--- config.mk ---
export PLATFORM = sky130hd
export DESIGN_NAME = reg_rename_map
export DESIGN_NICKNAME = d
export VERILOG_FILES = /design/src/rtl/rmap_pkg.sv /design/src/rtl/rmap_free_fifo.sv /design/src/rtl/rmap_history.sv /design/src/rtl/rmap_table.sv /design/src/rtl/reg_rename_map.sv
export SDC_FILE = /design/constraint.sdc
export NUM_CORES = 1
export LEC_CHECK = 0
export BUFFER_PORTS_ARGS = -buffer_cell sky130_fd_sc_hd__buf_2
export CAP_MARGIN = 20
export CORE_MARGIN = 4
export CORE_UTILIZATION = 55
export CTS_CLUSTER_SIZE = 12
export DETAILED_ROUTE_END_ITERATION = 7
export PLACE_DENSITY = 0.71
export SETUP_SLACK_MARGIN = 0.5
export SYNTH_ARGS = -nofsm -noshare
export SYNTH_HDL_FRONTEND = slang
export SYNTH_SLANG_ARGS = --single-unit
--- constraint.sdc ---
create_clock -name clk -period 6.2 [get_ports clk]
set_input_delay 0.31 -clock clk [delete_from_list [all_inputs] [get_ports clk]]
set_output_delay 0.31 -clock clk [all_outputs]
set_load 0.005 [all_outputs]
--- src/rtl/rmap_pkg.sv ---
// Shared definitions for the rename map.
// Assumes: nothing beyond a synchronous design context.
package rmap_pkg;
    // Walk controller states: idle, rolling back, retiring.
    typedef enum logic [1:0] {
        ST_IDLE   = 2'd0,
        ST_UNDO   = 2'd1,
        ST_RETIRE = 2'd2
    } rmap_state_e;
endpackage

--- src/rtl/rmap_free_fifo.sv ---
// Free physical register list, kept as a circular FIFO.
// Holds at most NPHYS-NARCH entries. Reset fills it with
// NARCH..NPHYS-1 in ascending order.
// Assumes: no pop when empty, no push when full (the conservation of
// registers guarantees the latter).
module rmap_free_fifo #(
    parameter int NARCH = 8,
    parameter int NPHYS = 16,
    localparam int NFREE = NPHYS - NARCH,
    localparam int PW  = $clog2(NPHYS),
    localparam int IW  = (NFREE > 1) ? $clog2(NFREE) : 1,
    localparam int CW  = $clog2(NFREE + 1)
) (
    input  logic          clk,
    input  logic          rst_n,
    input  logic          pop,
    input  logic          push,
    input  logic [PW-1:0] push_reg,
    output logic [PW-1:0] head_reg,
    output logic [CW-1:0] count
);
    logic [PW-1:0] slot_q [NFREE];
    logic [IW-1:0] rd_q, wr_q;

    function automatic logic [IW-1:0] nxt(input logic [IW-1:0] p);
        return (p == IW'(NFREE - 1)) ? '0 : p + 1'b1;
    endfunction

    // Slot storage: reset image is the ascending spare registers.
    always_ff @(posedge clk) begin
        if (!rst_n) begin
            for (int i = 0; i < NFREE; i++) slot_q[i] <= PW'(NARCH + i);
        end else if (push) begin
            slot_q[wr_q] <= push_reg;
        end
    end

    // Pointer and occupancy bookkeeping.
    always_ff @(posedge clk) begin
        if (!rst_n) begin
            rd_q  <= '0;
            wr_q  <= '0;
            count <= CW'(NFREE);
        end else begin
            if (pop)  rd_q <= nxt(rd_q);
            if (push) wr_q <= nxt(wr_q);
            count <= count + CW'(push) - CW'(pop);
        end
    end

    assign head_reg = slot_q[rd_q];
endmodule

--- src/rtl/rmap_history.sv ---
// Sequence-numbered rename history as a circular buffer.
// New records go in at the newest end. Rollback removes from the
// newest end and retirement removes from the oldest end.
// Assumes: push only when not full, pops only when not empty, and
// push never in the same cycle as a pop.
module rmap_history #(
    parameter int DEPTH = 8,
    parameter int SEQ_W = 16,
    parameter int AW    = 3,
    parameter int PW    = 4,
    localparam int IW = (DEPTH > 1) ? $clog2(DEPTH) : 1,
    localparam int CW = $clog2(DEPTH + 1)
) (
    input  logic             clk,
    input  logic             rst_n,
    input  logic             push,
    input  logic [SEQ_W-1:0] push_seq,
    input  logic [AW-1:0]    push_arch,
    input  logic [PW-1:0]    push_new,
    input  logic [PW-1:0]    push_prev,
    input  logic             pop_newest,
    input  logic             pop_oldest,
    output logic [SEQ_W-1:0] yng_seq,
    output logic [AW-1:0]    yng_arch,
    output logic [PW-1:0]    yng_new,
    output logic [PW-1:0]    yng_prev,
    output logic [SEQ_W-1:0] old_seq,
    output logic [PW-1:0]    old_prev,
    output logic [CW-1:0]    count,
    output logic             full
);
    logic [SEQ_W-1:0] seq_q  [DEPTH];
    logic [AW-1:0]    arch_q [DEPTH];
    logic [PW-1:0]    new_q  [DEPTH];
    logic [PW-1:0]    prev_q [DEPTH];
    logic [IW-1:0]    head_q, tail_q, yng_idx;

    function automatic logic [IW-1:0] inc(input logic [IW-1:0] p);
        return (p == IW'(DEPTH - 1)) ? '0 : p + 1'b1;
    endfunction

    function automatic logic [IW-1:0] dec(input logic [IW-1:0] p);
        return (p == '0) ? IW'(DEPTH - 1) : p - 1'b1;
    endfunction

    assign yng_idx = dec(tail_q);

    // Record storage written at the newest end.
    always_ff @(posedge clk) begin
        if (push) begin
            seq_q[tail_q]  <= push_seq;
            arch_q[tail_q] <= push_arch;
            new_q[tail_q]  <= push_new;
            prev_q[tail_q] <= push_prev;
        end
    end

    // Both ends and the live record count.
    always_ff @(posedge clk) begin
        if (!rst_n) begin
            head_q <= '0;
            tail_q <= '0;
            count  <= '0;
        end else begin
            if (push)            tail_q <= inc(tail_q);
            else if (pop_newest) tail_q <= yng_idx;
            if (pop_oldest)      head_q <= inc(head_q);
            count <= count + CW'(push) - CW'(pop_newest) - CW'(pop_oldest);
        end
    end

    assign yng_seq  = seq_q[yng_idx];
    assign yng_arch = arch_q[yng_idx];
    assign yng_new  = new_q[yng_idx];
    assign yng_prev = prev_q[yng_idx];
    assign old_seq  = seq_q[head_q];
    assign old_prev = prev_q[head_q];
    assign full     = (count == CW'(DEPTH));
endmodule

--- src/rtl/rmap_table.sv ---
// Architectural-to-physical map plus the per-register ready scoreboard.
// Reset: identity map, all registers ready.
// Assumes: one map write per cycle. When a clear and a set hit the
// same register in one cycle, the clear wins.
module rmap_table #(
    parameter int NARCH = 8,
    parameter int NPHYS = 16,
    localparam int AW = $clog2(NARCH),
    localparam int PW = $clog2(NPHYS)
) (
    input  logic          clk,
    input  logic          rst_n,
    input  logic          wr_en,
    input  logic [AW-1:0] wr_arch,
    input  logic [PW-1:0] wr_phys,
    input  logic          clr_en,
    input  logic [PW-1:0] clr_phys,
    input  logic          set_en,
    input  logic [PW-1:0] set_phys,
    input  logic [AW-1:0] src_arch,
    output logic [PW-1:0] src_phys,
    output logic          src_ready,
    input  logic [AW-1:0] dst_arch,
    output logic [PW-1:0] dst_cur
);
    logic [PW-1:0]    map_q [NARCH];
    logic [NPHYS-1:0] rdy_q;

    // Mapping storage.
    always_ff @(posedge clk) begin
        if (!rst_n) begin
            for (int a = 0; a < NARCH; a++) map_q[a] <= PW'(a);
        end else if (wr_en) begin
            map_q[wr_arch] <= wr_phys;
        end
    end

    // Scoreboard: writeback sets a bit, allocation clears it.
    always_ff @(posedge clk) begin
        if (!rst_n) begin
            rdy_q <= '1;
        end else begin
            if (set_en) rdy_q[set_phys] <= 1'b1;
            if (clr_en) rdy_q[clr_phys] <= 1'b0;
        end
    end

    assign src_phys  = map_q[src_arch];
    assign src_ready = rdy_q[src_phys];
    assign dst_cur   = map_q[dst_arch];
endmodule

--- src/rtl/reg_rename_map.sv ---
// Rename map top. Accepts at most one rename per cycle. Squash, flush
// and commit are walks over the history log, one record per cycle.
// A squash or flush takes over from any walk in progress, and a commit
// starts only from idle.
// Assumes: sequence numbers rise monotonically along the log.
module reg_rename_map
    import rmap_pkg::*;
#(
    parameter int ARCH_REGS  = 8,
    parameter int PHYS_REGS  = 16,
    parameter int HIST_DEPTH = 8,
    parameter int SEQ_W      = 16,
    localparam int AW  = $clog2(ARCH_REGS),
    localparam int PW  = $clog2(PHYS_REGS),
    localparam int FCW = $clog2(PHYS_REGS - ARCH_REGS + 1),
    localparam int HCW = $clog2(HIST_DEPTH + 1)
) (
    input  logic             clk,
    input  logic             rst_n,
    input  logic             ren_valid,
    input  logic [SEQ_W-1:0] ren_seq,
    input  logic             ren_has_dst,
    input  logic [AW-1:0]    ren_dst_arch,
    input  logic [AW-1:0]    ren_src_arch,
    output logic             ren_accept,
    output logic [PW-1:0]    ren_new_phys,
    output logic [PW-1:0]    ren_prev_phys,
    output logic [PW-1:0]    src_phys,
    output logic             src_ready,
    input  logic             wb_valid,
    input  logic [PW-1:0]    wb_phys,
    input  logic             squash_valid,
    input  logic [SEQ_W-1:0] squash_seq,
    input  logic             flush,
    input  logic             commit_valid,
    input  logic [SEQ_W-1:0] commit_seq,
    output logic             busy,
    output logic [FCW-1:0]   free_count
);
    rmap_state_e      state_q;
    logic [SEQ_W-1:0] target_q;
    logic             undo_all_q;

    logic [HCW-1:0]   hist_count;
    logic             hist_full;
    logic [SEQ_W-1:0] yng_seq, old_seq;
    logic [AW-1:0]    yng_arch;
    logic [PW-1:0]    yng_new, yng_prev, old_prev, free_head;
    logic             do_alloc, undo_step, retire_step, idle, rollback_req;

    assign idle         = (state_q == ST_IDLE);
    assign rollback_req = squash_valid | flush;
    assign ren_accept   = ren_valid & idle & ~rollback_req &
                          (~ren_has_dst | ((free_count != '0) & ~hist_full));
    assign do_alloc     = ren_accept & ren_has_dst;
    assign undo_step    = (state_q == ST_UNDO) & (hist_count != '0) &
                          (undo_all_q | (yng_seq > target_q));
    assign retire_step  = (state_q == ST_RETIRE) & (hist_count != '0) &
                          (old_seq <= target_q);
    assign busy         = ~idle;
    assign ren_new_phys = free_head;

    rmap_free_fifo #(.NARCH(ARCH_REGS), .NPHYS(PHYS_REGS)) u_free (
        .clk      (clk),
        .rst_n    (rst_n),
        .pop      (do_alloc),
        .push     (undo_step | retire_step),
        .push_reg (undo_step ? yng_new : old_prev),
        .head_reg (free_head),
        .count    (free_count)
    );

    rmap_history #(.DEPTH(HIST_DEPTH), .SEQ_W(SEQ_W), .AW(AW), .PW(PW)) u_hist (
        .clk        (clk),
        .rst_n      (rst_n),
        .push       (do_alloc),
        .push_seq   (ren_seq),
        .push_arch  (ren_dst_arch),
        .push_new   (free_head),
        .push_prev  (ren_prev_phys),
        .pop_newest (undo_step),
        .pop_oldest (retire_step),
        .yng_seq    (yng_seq),
        .yng_arch   (yng_arch),
        .yng_new    (yng_new),
        .yng_prev   (yng_prev),
        .old_seq    (old_seq),
        .old_prev   (old_prev),
        .count      (hist_count),
        .full       (hist_full)
    );

    rmap_table #(.NARCH(ARCH_REGS), .NPHYS(PHYS_REGS)) u_table (
        .clk       (clk),
        .rst_n     (rst_n),
        .wr_en     (do_alloc | undo_step),
        .wr_arch   (undo_step ? yng_arch : ren_dst_arch),
        .wr_phys   (undo_step ? yng_prev : free_head),
        .clr_en    (do_alloc),
        .clr_phys  (free_head),
        .set_en    (wb_valid),
        .set_phys  (wb_phys),
        .src_arch  (ren_src_arch),
        .src_phys  (src_phys),
        .src_ready (src_ready),
        .dst_arch  (ren_dst_arch),
        .dst_cur   (ren_prev_phys)
    );

    // Walk controller: rollback pre-empts everything, commit starts only when idle.
    always_ff @(posedge clk) begin
        if (!rst_n) begin
            state_q    <= ST_IDLE;
            target_q   <= '0;
            undo_all_q <= 1'b0;
        end else if (rollback_req) begin
            state_q    <= ST_UNDO;
            target_q   <= squash_seq;
            undo_all_q <= flush;
        end else begin
            case (state_q)
                ST_IDLE: if (commit_valid) begin
                    state_q  <= ST_RETIRE;
                    target_q <= commit_seq;
                end
                ST_UNDO:   if (!undo_step)   state_q <= ST_IDLE;
                ST_RETIRE: if (!retire_step) state_q <= ST_IDLE;
                default:   state_q <= ST_IDLE;
            endcase
        end
    end
endmodule

Word-level counts from Yosys, hierarchy flattened
Memory sizes are Yosys's and may differ from the RTL's. A register that Yosys moved wholly into a read port is not among the register bits.
Cells that the tools add are included.
{"block": "totals", "romBits": 0, "memories": 6, "ff_bits": 55, "latch_bits": 0, "input_bits": 66, "ramBits": 280}
{"block": "classes", "mux": 48, "shifts": 0, "order_cmp": 7, "multipliers": 0, "bitwise_logic": 22, "reduce_logical": 15, "div_mod_pow": 0, "add_sub_neg": 10, "eq_ne": 13}
{"name": "u_hist.seq_q", "words": 8, "word_bits": 16, "rd": 2, "rd_ports_with_merged_regs": 1, "write_ports": 1, "line": "rmap_history.sv:32", "rtl": "logic [SEQ_W-1:0] seq_q [DEPTH];"}
{"name": "u_free.slot_q", "words": 8, "word_bits": 4, "rd": 1, "rd_ports_with_merged_regs": 1, "write_ports": 8, "line": "rmap_free_fifo.sv:22", "rtl": "logic [PW-1:0] slot_q [NFREE];"}
{"name": "u_hist.new_q", "words": 8, "word_bits": 4, "rd": 1, "rd_ports_with_merged_regs": 0, "write_ports": 1, "line": "rmap_history.sv:34", "rtl": "logic [PW-1:0] new_q [DEPTH];"}
{"name": "u_hist.prev_q", "words": 8, "word_bits": 4, "rd": 2, "rd_ports_with_merged_regs": 1, "write_ports": 1, "line": "rmap_history.sv:35", "rtl": "logic [PW-1:0] prev_q [DEPTH];"}
{"name": "u_table.map_q", "words": 8, "word_bits": 4, "rd": 2, "rd_ports_with_merged_regs": 0, "write_ports": 8, "line": "rmap_table.sv:26", "rtl": "logic [PW-1:0] map_q [NARCH];"}
{"name": "u_hist.arch_q", "words": 8, "word_bits": 3, "rd": 1, "rd_ports_with_merged_regs": 0, "write_ports": 1, "line": "rmap_history.sv:33", "rtl": "logic [AW-1:0] arch_q [DEPTH];"}
{"cell": "$mux W16", "count": 6}
{"cell": "$mux W3", "count": 16}
{"cell": "$and A16 B16 Y16", "count": 1}
{"cell": "$gt A16 B16 Y1", "count": 1}
{"cell": "$le A16 B16 Y1", "count": 1}
{"cell": "$mux W4", "count": 4}
{"cell": "$not A16 Y16", "count": 1}
{"cell": "$or A16 B16 Y16", "count": 1}
{"cell": "$lt A4 B5 Y1 const B", "count": 3}
{"cell": "$mux W1", "count": 15}
{"cell": "$add A3 B1 Y3 const B", "count": 4}
{"cell": "$eq A3 B3 Y1 const B", "count": 4}
{"cell": "$sub A4 B1 Y4", "count": 3}
{"cell": "$and A1 B1 Y1", "count": 9}
{"cell": "$add A4 B1 Y4", "count": 2}
{"cell": "$demux W1 S4", "count": 2}
{"cell": "$ge A4 B1 Y1 const B", "count": 2}
{"cell": "$reduce_bool A4 Y1", "count": 2}
{"cell": "$reduce_or A4 Y1", "count": 2}
{"cell": "$mux W2", "count": 3}
{"cell": "$ne A2 B2 Y1 const B", "count": 3}
{"cell": "$ne A3 B3 Y1 const B", "count": 2}
{"cell": "$pmux W2 S3", "count": 1}
{"cell": "$reduce_and A3 Y1", "count": 2}
{"cell": "other kinds (14)", "count": 25}

Logic depth before layout (Yosys ltp)
Gate-level depths: netlist of the first run.
{"block": "depth", "depth_word": 12, "ltp_mapped": 27}

Cells and area by module
A second synthesis of the first run with hierarchy kept.
{"block": "unflattened", "cells_unflattened": 1073, "area_unflattened_um2": 16713.5}
{"mod": "rmap_history", "instances": 1, "cells_per_inst": 484, "area_each_um2": 10191.0}
{"mod": "rmap_table", "instances": 1, "cells_per_inst": 230, "area_each_um2": 2648.8}
{"mod": "rmap_free_fifo", "instances": 1, "cells_per_inst": 156, "area_each_um2": 2063.2}
{"mod": "reg_rename_map", "instances": 1, "cells_per_inst": 203, "area_each_um2": 1810.5}

Worst setup path before layout of the first run
No wires, ideal clock.
{"block": "synth_timing", "path_kind": "register to register", "from": "register u_hist.tail_q[0]", "to": "register u_hist.count[3]", "arrival_ns": 5.246, "path_stages_with_launch": 25, "setup_ns": 0.128, "path_slack_ns": 0.826, "synth_period_minus_slack_ns": 5.374, "cell_sequence": "dfxtp_1 > buf_2 > inv_1 > ha_1 > clkbuf_1 > inv_1 > buf_2 > buf_1 > buf_2 > mux4_2 > nand2_1 > nand2_1 > ha_1 > a21o_1 > a211oi_1 > o31ai_1 > o31a_2 > buf_2 > fa_1 > inv_1 > ha_1 > ha_1 > fa_1 > xor2_1 > nor2_1"}
{"block": "synth_via", "elab_chain_cells": 8}
{"item": "start: declaration", "line": "rmap_history.sv:36", "rtl": "logic [IW-1:0] head_q, tail_q, yng_idx;"}
{"item": "start signal: assignment", "line": "rmap_history.sv:65", "rtl": "if (push) tail_q <= inc(tail_q);"}
{"item": "start signal: assignment", "line": "rmap_history.sv:66", "rtl": "else if (pop_newest) tail_q <= yng_idx;"}
{"item": "$sub A3 B1 Y3 or $logic_not A3 Y1 (tied branches)", "line": "rmap_history.sv:43", "rtl": "return (p == '0) ? IW'(DEPTH - 1) : p - 1'b1;"}
{"item": "$mux W3 (*)", "line": "rmap_history.sv:43"}
{"item": "$mem_v2 Z8 W16 (*)"}
{"item": "$gt A16 B16 Y1 (*)", "line": "reg_rename_map.sv:57", "rtl": "(undo_all_q | (yng_seq > target_q));"}
{"item": "$or A1 B1 Y1 (*)", "line": "reg_rename_map.sv:57"}
{"item": "$and A1 B1 Y1 (*)", "line": "reg_rename_map.sv:56", "rtl": "assign undo_step = (state_q == ST_UNDO) & (hist_count != '0) &"}
{"item": "$sub A4 B1 Y4 (*) (2 in series)", "line": "rmap_history.sv:68", "rtl": "count <= count + CW'(push) - CW'(pop_newest) - CW'(pop_oldest);"}
{"item": "end signal: assignment", "line": "rmap_history.sv:68"}
{"item": "end: declaration", "line": "rmap_history.sv:29", "rtl": "output logic [CW-1:0] count,"}
Mark *: on every way between the ends. The rest lies on a longest branch, timed or not.
A chain may end at the register's enable or synchronous reset.

Worst setup path after layout of the first run
{"block": "layout_timing", "from": "register u_hist.tail_q[1]", "to": "register u_hist.count[3]"}
The elaborated chain is that of the path after synthesis.

==> flow_summary.toml, run 1 <==
[pwr]
power_mw = 6.719
p_per_area_nw_per_um2 = 363.0
leakagePower_nw = 6.486
worst_ir_drop_vdd_mv = 0.2853

[synthesis]
ys_seq_area_share_pct = 58.73
avgSynthCellArea_um2 = 14.37
synthesis.instances = 1141
yosysTopAreaCell = "edfxtp_1"
yosysTopAreaCellShare_pct = 51.28
async_flop_share_pct = 0
ys_seq_elements = 341
synth_area_leaders = "edfxtp_1 51%, mux4_2 16%, dfxtp_1 7.4%"
yosys_warnings = 0
yosysUniqueCellTypes = 57
synthFlopType = "edfxtp_1"
synth_fp_nets = 1263
synth_edf_count = 280
syn-cell-area_um2 = 16400

[grt]
grt_overflow = 0
grt_max_degree = 58
antenna_found_initial = 3
grt_pass1_vias = 10100
grt_pass1_wl_mm = 58.51
grt_usage_pct = 23.04

[sta]
rsz0062_at_grt = "false"
timing.fmax_ghz = 0.1877
setup_viol = 0
period_minus_slack_ns = 5.329
finalSetupTns_ns = 0
fin_skew_ns = 0.01534
report.final.hold_viol_count = 0
slew_viol_final = 0
tightest_slew_ns = 1.081
setup_slack_ns = 0.8712
slew_headroom_pct = 27.57
fin_crit_sh_pct = 85.95

[clock_network]
cts_tree = "built"
clk_latency_ns = 0.52
htree_levels = 2
cts_buffers = 37
clkSinkCount = 341
clkTransAtPathRegs_ns = 0.06
cts.path.max_buffers = 3
cts_root_buffer = "clkbuf_16"

[job]
maxCapViolCount = 0

[routing]
wl_per_cell_um = 22.87
vias = 10240
firstDrtPassIters = 5
routed_via_density = 6.193
wl_mm = 37.81
drt_iter0_drc = 985
drc = 0
drtAntennaViolNets = 0

[setup_path]
path_buf_inv = 5
critPathLaunchType = "flop"
path_common_cell = "ha_1"
cp-end-kind = "flop"
critPathKind = "flop to flop"
cpLargestDelayFamily = "adder cells"
cp_max_fo = 21
cpPeakStageDelay_ns = 0.49
cp_slowest_cell = "dfxtp_1"
cp_cell_sequence = "inv_1, ha_1, inv_2, buf_4, mux4_2, nand2_1, nand2_1, ha_1, a41o_1, a21oi_1, nor4_1, o31a_2, buf_4, fa_1, ha_1, inv_1, ha_1, fa_1, xor2_1, nor2_1"
required_ns = 6.58
cp.arrival_ns = 5.71

[place]
io_buffers = 84
dp_slack_ns = 0.3959
dp_hpwl_mm = 25.44
gp_congestion = 0.8322

[run_status]
status = "finished, final reports clean"

[floorplan]
core_um2 = 29090
io_pins = 85
die_h_um = 180.7
rows = 62
fp.dieW_um = 180.7
start_util_pct = 56.37
die_area_um2 = 32640

[final_layout]
num-fill-cells = 2102
n_antenna_cell = 0
utilization_pct = 63.63
syn2layout_area_growth_pct = 12.88
layout-drive-gt1-share_pct = 26.56
fin_nets = 1364

[worst_hold_path]
min_path_type = "input port to flop"
-- layout by cell type (no fill, tap or decap), types with 8 or more instances in the layout --
| cell type | Yosys | final |
|---|---|---|
| a211oi_1 | 18 | 18 |
| a21oi_1 | 46 | 46 |
| a31oi_1 | 8 | 8 |
| buf_2 | 15 | 84 |
| buf_4 | 3 | 33 |
| clkbuf_1 | 28 | 14 |
| clkbuf_16 | 0 | 39 |
| dfxtp_1 | 61 | 59 |
| edfxtp_1 | 280 | 280 |
| ha_1 | 53 | 53 |
| inv_1 | 46 | 45 |
| mux2_2 | 29 | 29 |
| mux2i_1 | 31 | 31 |
| mux4_2 | 115 | 115 |
| nand2_1 | 107 | 107 |
| nand2b_1 | 15 | 14 |
| nand3_1 | 17 | 17 |
| nand4_1 | 13 | 13 |
| nor2_1 | 116 | 114 |
| o21ai_0 | 21 | 21 |
-- final cells by class --
class	instances	area, µm²	area share (%)
flip-flops and latches	341	9632	52.04
repair buffers	121	738.2	3.988
inverters	47	176.4	0.9532
clock buffers	53	1028	5.557
multi-input cells	694	6391	34.53
well taps	384	480.5	2.596
clock inverters	13	62.56	0.3380
-- flip-flops by register name (all words and copies together), names as in the netlist, 4 cells and up, named ones only --
name and count:
target_q 16, u_free.count 4, u_free.slot_q 32, u_hist.arch_q 24, u_hist.count 4, u_hist.new_q 32, u_hist.prev_q 32, u_hist.seq_q 128
u_table.map_q 32, u_table.rdy_q 16
-- timing repair --
action | in CTS | in global routing
setup buffers | 0 | 2
hold buffers | 0 | 0
endpoints found under the setup margin | 25 | 48
gates resized for setup | 1 | 2
gates cloned | 0 | 1
pin swaps | 0 | 0
-- cells in the mapped netlist, types with 8 or more instances --
cell type,n
mux4_2,115
inv_1,46
nand3_1,17
a31oi_1,8
nand2b_1,15
nor2b_1,8
dfxtp_1,61
ha_1,53
buf_2,15
clkbuf_1,28
edfxtp_1,280
o21ai_0,21
nand4_1,13
mux2_2,29
a211oi_1,18
a21oi_1,46
nand2_1,107
mux2i_1,31
nor2_1,116
buf_1,11
nor3_1,10
-- worst paths after layout --
path	from	to	slack, ns	cells after the start
max	u_hist.tail_q[1]$_SDFFE_PN0N_	u_hist.count[3]$_SDFF_PN0_	0.87	20
min	flush	undo_all_q$_SDFFE_PN0N_	0.03	3
max reg2reg	u_hist.tail_q[1]$_SDFFE_PN0N_	u_hist.count[3]$_SDFF_PN0_	0.87	20
min reg2reg	u_free.rd_q[1]$_SDFFE_PN0P_	u_free.rd_q[1]$_SDFFE_PN0P_	0.49	2
-- through the flow --
| stage | cell area, µm² | hold slack (ns) | instances |
|---|---|---|---|
| floorplan | 16400 | 0.4089 | 1141 |
| global placement | 17320 | 0.4662 | 1581 |
| detailed placement | 17330 | 0.4806 | 1582 |
| CTS | 18430 | 0.02472 | 1648 |
| global route | 18510 | 0.03069 | 1653 |
| finish | 18510 | 0.03053 | 1653 |
-- tightest hold or removal path, delay by kind of cell --
kind	cells	cell delay (ns)
buf+inv	1	0.09
compound gates	1	0.04
simple gates	1	0.06
-- power breakdown --
part           internal [mW]  switching [mW]  total [mW]
sequential              2.57          0.0555        2.62
combinational          0.866            1.23        2.09
clock                   1.15           0.849        2.00
total                   4.59            2.13        6.72
-- layer usage --
metal,share of wire (%),global-route usage [%]
met5,0.12,0
met4,1.7,4.658
met3,8.4,5.107
met2,47,36.39
met1,42,33.59
-- kinds of logic after synthesis --
logic type	Yosys count	synth area share [%]
AOI/OAI and AO/OA	126	4.823
xor gates and xnor gates	3	0.1603
adders and majority gates	56	4.411
buffers and inverters	107	2.770
DFF	341	58.73
muxes	179	20.02
and+or+nand+nor	329	9.096
(Power assumes the default switching activity.)
==> run 2: changes to the inputs <==
--- a/config.mk
+++ b/config.mk
@@ -8,3 +8,3 @@
 export BUFFER_PORTS_ARGS = -buffer_cell sky130_fd_sc_hd__buf_2
-export CAP_MARGIN = 20
+export CAP_MARGIN = 30
 export CORE_MARGIN = 4
@@ -14,2 +14,3 @@
 export PLACE_DENSITY = 0.71
+export REMOVE_ABC_BUFFERS = 1
 export SETUP_SLACK_MARGIN = 0.5
==> constraint.sdc (replaced) <==
create_clock -name clk -period 6.2 [get_ports clk]
set_input_delay 0.62 -clock clk [delete_from_list [all_inputs] [get_ports clk]]
set_output_delay 0.62 -clock clk [all_outputs]
set_load 0.005 [all_outputs]
==> run 2 against run 1 <==
Against the previous run:
- first-iteration DRC count decreased by 15%
- final area increased by 0.26%
- global-route usage about the same
- critical path type unchanged
- critical endpoint is now u_free.count[2]$_SDFF_PN0_
- highest routed layer unchanged
==> flow_summary.toml, run 2 (synthesized netlist as in run 1, its figures left out) <==
[final_layout]
final_common_cell = "edfxtp_1"
layout-drive-gt1-share_pct = 26.47
n_antenna_cell = 0
syn2layout_area_growth_pct = 13.18
num-fill-cells = 2131
layout_common_cells = "280 x edfxtp_1, 115 x mux4_2, 114 x nor2_1, 107 x nand2_1, 84 x buf_2"
fin_nets = 1357
largest_reg_flops = 128
top_register = "u_hist.seq_q"
utilization_pct = 63.79
finalNonFillerCells = 1646

[grt]
grt_pass1_wl_mm = 58.63
grt_max_degree = 58
antenna_found_initial = 1
grt_usage_pct = 22.99
grt_pass1_vias = 10170
grt_overflow = 0

[sta]
timing.fmax_ghz = 0.1914
report.final.hold_viol_count = 0
finalSetupTns_ns = 0
setup_viol = 0
slew_headroom_pct = 32.73
fin_crit_sh_pct = 84.26
tightest_slew_ns = 1.004
rsz0062_at_grt = "false"
setup_slack_ns = 0.9762
period_minus_slack_ns = 5.224
fin_skew_ns = 0.01259
slew_viol_final = 0

[pwr]
power_mw = 6.827
p_per_area_nw_per_um2 = 367.9
worst_ir_drop_vdd_mv = 0.2518
leakagePower_nw = 6.486

[setup_path]
critPathLaunchType = "flop"
cp-end-kind = "flop"
cp_max_fo = 30
critPathKind = "flop to flop"
cp.arrival_ns = 5.60
required_ns = 6.58

[clock_network]
cts_buffers = 37
clk_latency_ns = 0.52
clkTransAtPathRegs_ns = 0.06
cts_root_buffer = "clkbuf_16"
cts.path.max_buffers = 3
cts_hold_buf = 0
htree_levels = 2
cts_tree = "built"
clkSinkCount = 341

[floorplan]
die_area_um2 = 32640
start_util_pct = 56.37
die_h_um = 180.7
fp.dieW_um = 180.7
rows = 62
io_pins = 85
core_um2 = 29090

[job]
maxCapViolCount = 0

[routing]
firstDrtPassIters = 7
wl_per_cell_um = 22.72
vias = 10090
drc = 0
routed_via_density = 6.127
drtAntennaViolNets = 0
drt_iter0_drc = 837
wl_mm = 37.40

[place]
io_buffers = 84
dp_hpwl_mm = 24.42
placedCellCount = 1580
gp_congestion = 0.8528
dp_slack_ns = 0.7140

[run_status]
status = "finished, final reports clean"

[worst_hold_path]
min_path_type = "input port to flop"
## run 2: cell types whose count changed in the layout (fill, tap and decap cells not counted), moves of 2 or more
cell / before / now
clkbuf_8: 0 / 4
clkinv_2: 7 / 1
buf_4: 33 / 27
bufinv_16: 0 / 2
buf_6: 2 / 0
buf_12: 1 / 3
## run 2: layout make-up
| type | instances | area [µm²] | share of cell area (%) |
|---|---|---|---|
| flip-flops and latches | 341 | 9633 | 51.91 |
| clock buffers | 56 | 1080 | 5.819 |
| inverters | 47 | 178.9 | 0.9641 |
| clock inverters | 10 | 105.1 | 0.5663 |
| multi-input cells | 693 | 6382 | 34.39 |
| well taps | 384 | 480.5 | 2.589 |
| repair buffers | 115 | 698.2 | 3.762 |
## run 2: where the power goes
group	internal (mW)	switching [mW]	leakage [nW]
Clock	1.29	0.851	0.572
Combinational	0.846	1.21	2.93
Sequential	2.57	0.0633	2.99
## run 2: per-layer routing
layer  part of all wire [%]  up-vias  global-route usage (%)
met5                  0.048        -                       0
met4                    1.7        2                   4.840
met3                    8.2       56                   4.400
met2                     49      425                   37.52
met1                     41     5027                   32.81
li1                       -     4575                       -
## run 2: what timing repair did
item                       4_1_cts  5_1_grt
buffers inserted                 0        0
resized for setup                0        5
setup endpoints to repair        0       45
## run 2: critical path, cell delays in order, from the launching register on
cell	delay (ns)
dfxtp_2	0.93
mux4_2	0.42
mux2_2	0.28
ha_1	0.22
nor4b_1	0.56
o221ai_1	0.41
o31ai_2	0.66
inv_1	0.10
ha_1	0.34
ha_1	0.32
inv_1	0.05
ha_1	0.15
inv_1	0.06
fa_1	0.37
xor2_1	0.14
nor2_1	0.05
## run 2: final timing paths
path,slack [ns],startpoint,depth (start not counted),endpoint
worst min-delay path,0.38,ren_seq[7],1,u_hist.seq_q[6][7]$_DFFE_PP_
worst min register to register,0.49,u_free.rd_q[2]$_SDFFE_PN0P_,2,u_free.rd_q[2]$_SDFFE_PN0P_
worst max register to register,0.98,flop,15,u_free.count[2]$_SDFF_PN0_
worst max-delay path,0.98,flop,15,u_free.count[2]$_SDFF_PN0_
## run 2: per-stage QoR
stage          cell area, µm²  hold slack, ns
6_report                18560          0.3779
5_1_grt                 18560          0.3738
4_1_cts                 18540          0.3560
3_5_place_dp            17360          0.4783
3_3_place_gp            17310          0.4794
2_1_floorplan           16120          0.4496
